--- src/rtl/irq_chain_pkg.sv ---
package irq_chain_pkg;

  typedef struct packed {
    logic ack_out;
    logic claim;
    logic pend;
  } stage_out_t;

endpackage

--- src/rtl/irq_chain_stage.sv ---
module irq_chain_stage
  import irq_chain_pkg::*;
(
  input  logic       clk_i,
  input  logic       rst_ni,
  input  logic       req_i,
  input  logic       ack_in_i,
  output stage_out_t st_o
);

  logic pend_q;
  logic claim;

  assign claim = ack_in_i & pend_q;

  // new request wins over the clear so a collision stays pending
  always_ff @(posedge clk_i or negedge rst_ni) begin
    if (!rst_ni) pend_q <= 1'b0;
    else         pend_q <= (pend_q & ~claim) | req_i;
  end

  assign st_o.ack_out = ack_in_i & ~pend_q;
  assign st_o.claim   = claim;
  assign st_o.pend    = pend_q;

endmodule

--- src/rtl/irq_vec_mux.sv ---
module irq_vec_mux #(
  parameter int unsigned NUM_DEV = 8,
  parameter int unsigned VEC_W   = 8
) (
  input  logic [NUM_DEV-1:0]       claim_i,
  input  logic [NUM_DEV*VEC_W-1:0] vec_i,
  output logic [VEC_W-1:0]         vec_o,
  output logic                     valid_o
);

  // claim_i is one-hot or zero, so an AND-OR tree is enough
  always_comb begin
    vec_o = '0;
    for (int i = 0; i < NUM_DEV; i++) begin
      vec_o = vec_o | (vec_i[i*VEC_W +: VEC_W] & {VEC_W{claim_i[i]}});
    end
  end

  assign valid_o = |claim_i;

endmodule

--- src/rtl/irq_daisy_chain.sv ---
module irq_daisy_chain
  import irq_chain_pkg::*;
#(
  parameter int unsigned NUM_DEV = 8,
  parameter int unsigned VEC_W   = 8
) (
  input  logic                     clk_i,
  input  logic                     rst_ni,
  input  logic [NUM_DEV-1:0]       req_i,
  input  logic [NUM_DEV*VEC_W-1:0] vec_i,
  input  logic                     ack_i,
  output logic                     irq_o,
  output logic [VEC_W-1:0]         vec_o,
  output logic                     vec_valid_o
);

  localparam int unsigned CHAIN_LEN = NUM_DEV + 1;

  logic [CHAIN_LEN-1:0] ack_chain;
  logic [NUM_DEV-1:0]   claim;
  logic [NUM_DEV-1:0]   pend;

  assign ack_chain[0] = ack_i;

  for (genvar g = 0; g < NUM_DEV; g++) begin : g_stage
    stage_out_t st;

    irq_chain_stage i_stage (
      .clk_i    (clk_i),
      .rst_ni   (rst_ni),
      .req_i    (req_i[g]),
      .ack_in_i (ack_chain[g]),
      .st_o     (st)
    );

    assign ack_chain[g+1] = st.ack_out;
    assign claim[g]       = st.claim;
    assign pend[g]        = st.pend;
  end

  assign irq_o = |pend;

  irq_vec_mux #(
    .NUM_DEV (NUM_DEV),
    .VEC_W   (VEC_W)
  ) i_mux (
    .claim_i (claim),
    .vec_i   (vec_i),
    .vec_o   (vec_o),
    .valid_o (vec_valid_o)
  );

endmodule

--- config.mk ---
export PLATFORM = sky130hd
export DESIGN_NAME = irq_daisy_chain
export DESIGN_NICKNAME = d
export VERILOG_FILES = /design/src/rtl/irq_chain_pkg.sv /design/src/rtl/irq_chain_stage.sv /design/src/rtl/irq_vec_mux.sv /design/src/rtl/irq_daisy_chain.sv
export SDC_FILE = /design/constraint.sdc
export NUM_CORES = 1
export LEC_CHECK = 0
export ABC_CLOCK_PERIOD_IN_PS = 2400
export BUFFER_PORTS_ARGS = -buffer_cell sky130_fd_sc_hd__buf_2
export CAP_MARGIN = 20
export CORE_MARGIN = 2
export CORE_UTILIZATION = 30
export DETAILED_ROUTE_END_ITERATION = 6
export PLACE_DENSITY_LB_ADDON = 0.08
export SLEW_MARGIN = 10
export SYNTH_ARGS = -nofsm -noshare
export SYNTH_HDL_FRONTEND = slang
export SYNTH_SLANG_ARGS = --single-unit
export TNS_END_PERCENT = 10
--- constraint.sdc ---
create_clock -name clk_i -period 2.4 [get_ports clk_i]
set_clock_uncertainty 0.05 [all_clocks]
set_input_delay 0.48 -clock clk_i [delete_from_list [all_inputs] [get_ports clk_i]]
set_output_delay 0.48 -clock clk_i [all_outputs]
set_load 0.03 [all_outputs]
# Yosys cells after proc, flatten, opt, wreduce, memory -nomap -nowiden
# Cells that the tools add are included.
[op_classes] n_addsub=0 n_mul=0 div_mod_pow=0 n_lt_le_gt_ge=0 n_eq_ne=0 shifts=0 n_mux=0 bitwise_logic=61 n_reduce_logical=2
[op_table] cell="$and 8x8->8" n=8
[op_table] cell="$or 8x8->8" n=7
[op_table] cell="$and 1x1->1" n=23
[op_table] cell="$reduce_or 8->1" n=2
[op_table] cell="$not 1->1" n=15
[op_table] cell="$or 1x1->1" n=8
[word_totals] regBits=8 latchBits=0 ram_bits=0 mem_bits_ro=0 inputBits=75 out_inout_bits=10 word_cells=71 memories=0

# Logic depth before layout (Yosys ltp)
[depth] ltp_word=12 mapped_depth=5 depth_no_buf=3

# By module
# A second synthesis with hierarchy kept.
[unflattened] cells_unflattened=110 hier_area_um2=888.4
[by_module_without_submodules] mod="irq_chain_stage" n_inst=8 cells_per_inst=7 area_each_um2=62.6
[by_module_without_submodules] mod="irq_vec_mux" n_inst=1 cells_per_inst=51 area_each_um2=371.6
[by_module_without_submodules] mod="irq_daisy_chain" n_inst=1 cells_per_inst=3 area_each_um2=16.3

# Worst setup path after synthesis
# Ideal clock, no wire load.
[synth_timing] kind="input to output" from="in ack_i" to="out vec_o[7]" arrival_time_ns=1.720 required_ns=1.870 setup_slack_ns=0.150 path_stages=5 cell_sequence="or3b_2 > clkbuf_1 > buf_2 > nor3_1 > a221o_1"
[synth_between] elab_chain_len=10 elab_cells_between_ends=30 cone_classes="bitwise: 30"
[synth_lines] item="from (decl)" line_no="irq_daisy_chain.sv:11" text="input logic ack_i,"
[synth_lines] item="$and 1x1->1" line_no="irq_chain_stage.sv:22" text="assign st_o.ack_out = ack_in_i & ~pend_q;"
[synth_lines] item="$and 1x1->1 (on tied branches)" line_no="irq_chain_stage.sv:14, irq_chain_stage.sv:22"
[synth_lines] item="$and 8x8->8 (tied with other cells)" line_no="irq_vec_mux.sv:15" text="vec_o = vec_o | (vec_i[i*VEC_W +: VEC_W] & {VEC_W{claim_i[i]}});"
[synth_lines] item="$or 8x8->8 (tied with other cells) (5 in a row)" line_no="irq_vec_mux.sv:15"
[synth_lines] item="$or 8x8->8 or $and 8x8->8 (tied branches)" line_no="irq_vec_mux.sv:15"
[synth_lines] item="$or 8x8->8 *" line_no="irq_vec_mux.sv:15"
[synth_lines] item="to (decl)" line_no="irq_daisy_chain.sv:13" text="output logic [VEC_W-1:0] vec_o,"
# Every way passes the cells marked *; elsewhere a longest branch is shown, timed or not.

# Final worst setup path
[layout_timing] from="reg g_stage[4].i_stage.pend_q" to="out vec_valid_o"
[layout_between] elab_chain_len=6 elab_cells_between_ends=9 cone_classes="bitwise: 8; reduce/logical: 1"
[layout_lines] item="from (decl)" line_no="irq_chain_stage.sv:11" text="logic pend_q;"
[layout_lines] item="from (signal assigned)" line_no="irq_chain_stage.sv:19" text="else pend_q <= (pend_q & ~claim) | req_i;"
[layout_lines] item="$not 1->1" line_no="irq_chain_stage.sv:22"
[layout_lines] item="$and 1x1->1 (3 in a row)" line_no="irq_chain_stage.sv:22"
[layout_lines] item="$and 1x1->1" line_no="irq_chain_stage.sv:14" text="assign claim = ack_in_i & pend_q;"
[layout_lines] item="$reduce_or 8->1 *" line_no="irq_vec_mux.sv:19" text="assign valid_o = |claim_i;"
[layout_lines] item="to (decl)" line_no="irq_daisy_chain.sv:14" text="output logic vec_valid_o"
# Marks and branches as above.

==> metrics.md <==
| Metric | Value |
|---|---|
| Flop2flop setup slack | 0.77 ns |
| Iter 0 DRT Violations | 117 |
| P per Cell Area | 250 nW/um2 |
| Initial Util | 31.4% |
| DP HPWL | 2950 um |
| Compound-Gate Fraction of Synth Area | 28.3% |
| Slew Limit Fails | 0 |
| Main combinational cell family by area after synthesis | simple AND/OR/NAND/NOR gates |
| Post-synth EDFFs | 0 |
| CP required | 1.87 ns |
| Diode count | 0 |
| Area leader, netlist | dfrtp_1 |
| Worst-Skew Late Latency | 0.25 ns |
| Via Count | 1,428 |
| Remaining DRCs | 0 |
| Min-delay src | req_i[1] |
| TritonCTS Sinks | 8 |
| Reg power frac | 32.9% |
| H-tree depth | 1 |
| Cells along the critical path | or4_4, or3_4, and2_4, buf_6 |
| Placed standard-cell area | 1520 um2 |
| Logic pwr share | 43.3% |
| Hold WS | 0.359 ns |
| Max Cap Viol | 0 |
| Peak VDD IR | 0.000128 V |
| Finished Layout Cells | 272 |
| Syn_area_per_cell | 7.44 um2 |
| Die area | 3980 um2 |
| Mapped Nets | 216 |
| Dpl ws | 0.0115 ns |
| Clock power frac | 23.7% |
| CTS buffer count | 3 |
| Simple-gate portion of the synthesized area | 44.0% |
| Die Wd | 63.1 um |
| WL final | 4010 um |
| Root Buffer | clkbuf_4 |
| RSZ-0062 raised after global routing | yes |
| Sw Ratio | 32.0% |
| Syn Inst Count | 141 |
| Top area cells in the synthesized netlist | dfrtp_1 19%, nand3b_1 16%, a211oi_1 10%, a2111oi_0 5.8%, nand2_1 5.7% |
| Vias per cell | 5.25 |
| TritonCTS clock tree | yes |
| Vias in the first global route | 1,439 |
| Crit path capture type | output pin |
| GRT overflow | 0 |
| CP Max Fanout | 5 |
| Worst endpoint data arrival time | 1.89 ns |
| Hold Fails Final Rpt | 0 |
| IO Count | 85 |
| Register with the most flip-flops | g_stage.i_stage.pend_q |
| Nets@finish | 303 |
| Post-route ant nets | 0 |
| Final Worst Setup Slack | -0.0180 ns |
| XOR/XNOR Fraction of Synth Area | 0% |
| Die Y | 63.1 um |
| Worst path bufs/invs | 1 |
| Post-Layout Inst Area | 1700 um2 |
| Core ar. | 3340 um2 |
| Biggest regs | g_stage.i_stage.pend_q x8 |
| Drt first pass iters | 4 |
| Sequential share of the synthesized area | 19.1% |
| Cell count after placement | 265 |
| CTS clk-pin slew, worst paths | 0.05 ns |
| Worst min path class | input pin to flop |
| Avg WL per Cell | 14.8 um |
| P&R area growth vs syn | 62.3% |
| Largest net degree at the start of global routing | 20 |
| Period utilization | 101% |
| Top delay family on crit path | simple AND/OR/NAND/NOR gates |
| Total Power | 425 uW |
| Top FF cell, synth | dfrtp_1 |
| Hold Crit Depth | 2 |
| Int Pwr | 289 uW |
| Layout cells sized above 1 | 53.5% |
| Violated checks | negative setup slack |
| Top cell type's share of synthesized area | 19.1% |
| PortBufs | 84 |
| Setup violators final | 3 |
| Outcome | finished with violations |
| First-pass GRT wire length | 6560 um |
| GRT Util Overall | 21.0% |
| Leak Pwr | 0.000768 uW |
| Max reg flops | 8 |
| Fraction of the mapped netlist area in adder cells | 0% |
| Min Tclk post-route | 2.42 ns |
| R2R cell count | 4 |
| Clock Tree Buf Depth | 2 |
| Cell Area, Synth | 1050 um2 |
| R2R Path Start | g_stage[5].i_stage.pend_q |
| #FFs+latches synth | 8 |
| Crit start category | flop |
| CP peak stage delay | 0.61 ns |
| Slew margin rel. | 71.9% |
| Netlist cell types | 28 |
| Num rows | 21 |
| NetSw | 136 uW |
| Initial antenna violation count | 0 |
| Mux share of post-synthesis cell area | 0% |
| Critical Path Slowest Stage Cell | or4_4 |
| GP Congestion | 0.783 |
| Async SR Flop Fraction | 100% |
| Fmax achieved | 414 MHz |
| Hold path endpoint | g_stage[1].i_stage.pend_q |
| Slew @ Worst Pin | 0.422 ns |
| Critical setup path kind | flop to output pin |
| Ys Warns | 0 |
| Worst R2R End | g_stage[7].i_stage.pend_q |
-- power groups by stage --
| stage | sequential [uW] | clock [uW] | combinational [uW] |
|---|---|---|---|
| detailed placement | 142 | 0 | 165 |
| finish | 140 | 101 | 184 |
| floorplan | 142 | 0 | 77.4 |
| global placement | 142 | 0 | 163 |
| CTS | 140 | 106 | 183 |
| global route | 140 | 112 | 201 |
-- cells in the final DEF (no fill, tap or decap), types with 2 or more instances in the layout --
cell,instances
buf_2,76
nand3b_1,23
nand2_1,16
buf_4,15
a21oi_1,9
a211oi_1,9
a2111oi_2,7
and3_1,7
or4_1,7
dfrtp_1,7
nand2b_1,5
a211oi_2,5
nor2b_1,5
o21ai_0,4
clkbuf_4,4
buf_6,4
inv_1,3
a21o_1,3
nor2b_2,2
or4_4,2
-- worst reg2reg max path, cell delays in order, from the launching register on --
cell and delay (ns):
dfrtp_1 0.40, or4_4 0.60, buf_4 0.17, o31ai_1 0.22, nand2b_1 0.08
-- synth_stat cells (2+ instances only) --
library cell and number:
buf_2 3, o21ai_0 4, or4_1 7, buf_6 2
a2111oi_0 7, dfrtp_1 8, and3_1 7, nand2_1 16
a21oi_1 9, nand2b_1 5, nor2b_1 7, a21o_1 3
inv_1 3, nand3b_1 23, a211oi_1 14, clkbuf_1 11
-- final cells by class --
type                    instances  area [um2]
flip-flops and latches          8         201
multi-input cells             115         853
fillers                       346        1640
well taps                      46        57.6
repair buffers                 97         556
clock buffers                   3        22.5
inverters                       3        11.3
-- cell families after synthesis --
family / after synthesis
AO/OA/AOI/OAI: 42
buffers and inverters: 19
flip-flops: 8
AND/OR/NAND/NOR: 72
-- timing repair --
action,4_1_cts,5_1_grt
endpoints found under the setup margin,9,8
resized for setup,34,4
buffers inserted,2,0
hold endpoints to repair,4,0
cloned,1,0
hold buffers,1,0
pin swaps,8,1
-- metrics by stage --
step | utilization [%] | TNS, ns
after floorplan | - | 0
after global placement | 45.6 | 0
after detailed placement | 45.6 | 0
after CTS | 50.7 | -0.0584
after global routing | 51.0 | -0.596
final | 51.0 | -0.0286
-- worst max path at each step --
stage	from	end	slack, ns	cells past startpoint
3_3_place_gp	ack_i	vec_o[4]	0.04	5
6_report	g_stage[4].i_stage.pend_q	vec_valid_o	-0.02	4
5_1_grt	g_stage[4].i_stage.pend_q	vec_o[5]	-0.09	4
2_1_floorplan	ack_i	vec_o[7]	0.15	5
3_5_place_dp	ack_i	vec_o[4]	0.01	5
4_1_cts	g_stage[5].i_stage.pend_q	vec_valid_o	-0.02	4
-- per-layer routing --
metal	track usage [%]	share of wire [%]
met5	0	0
met4	6.39	0.52
met3	4.46	9.3
met2	34.4	47
met1	27.5	43
Power figures use the tool's default switching activity.
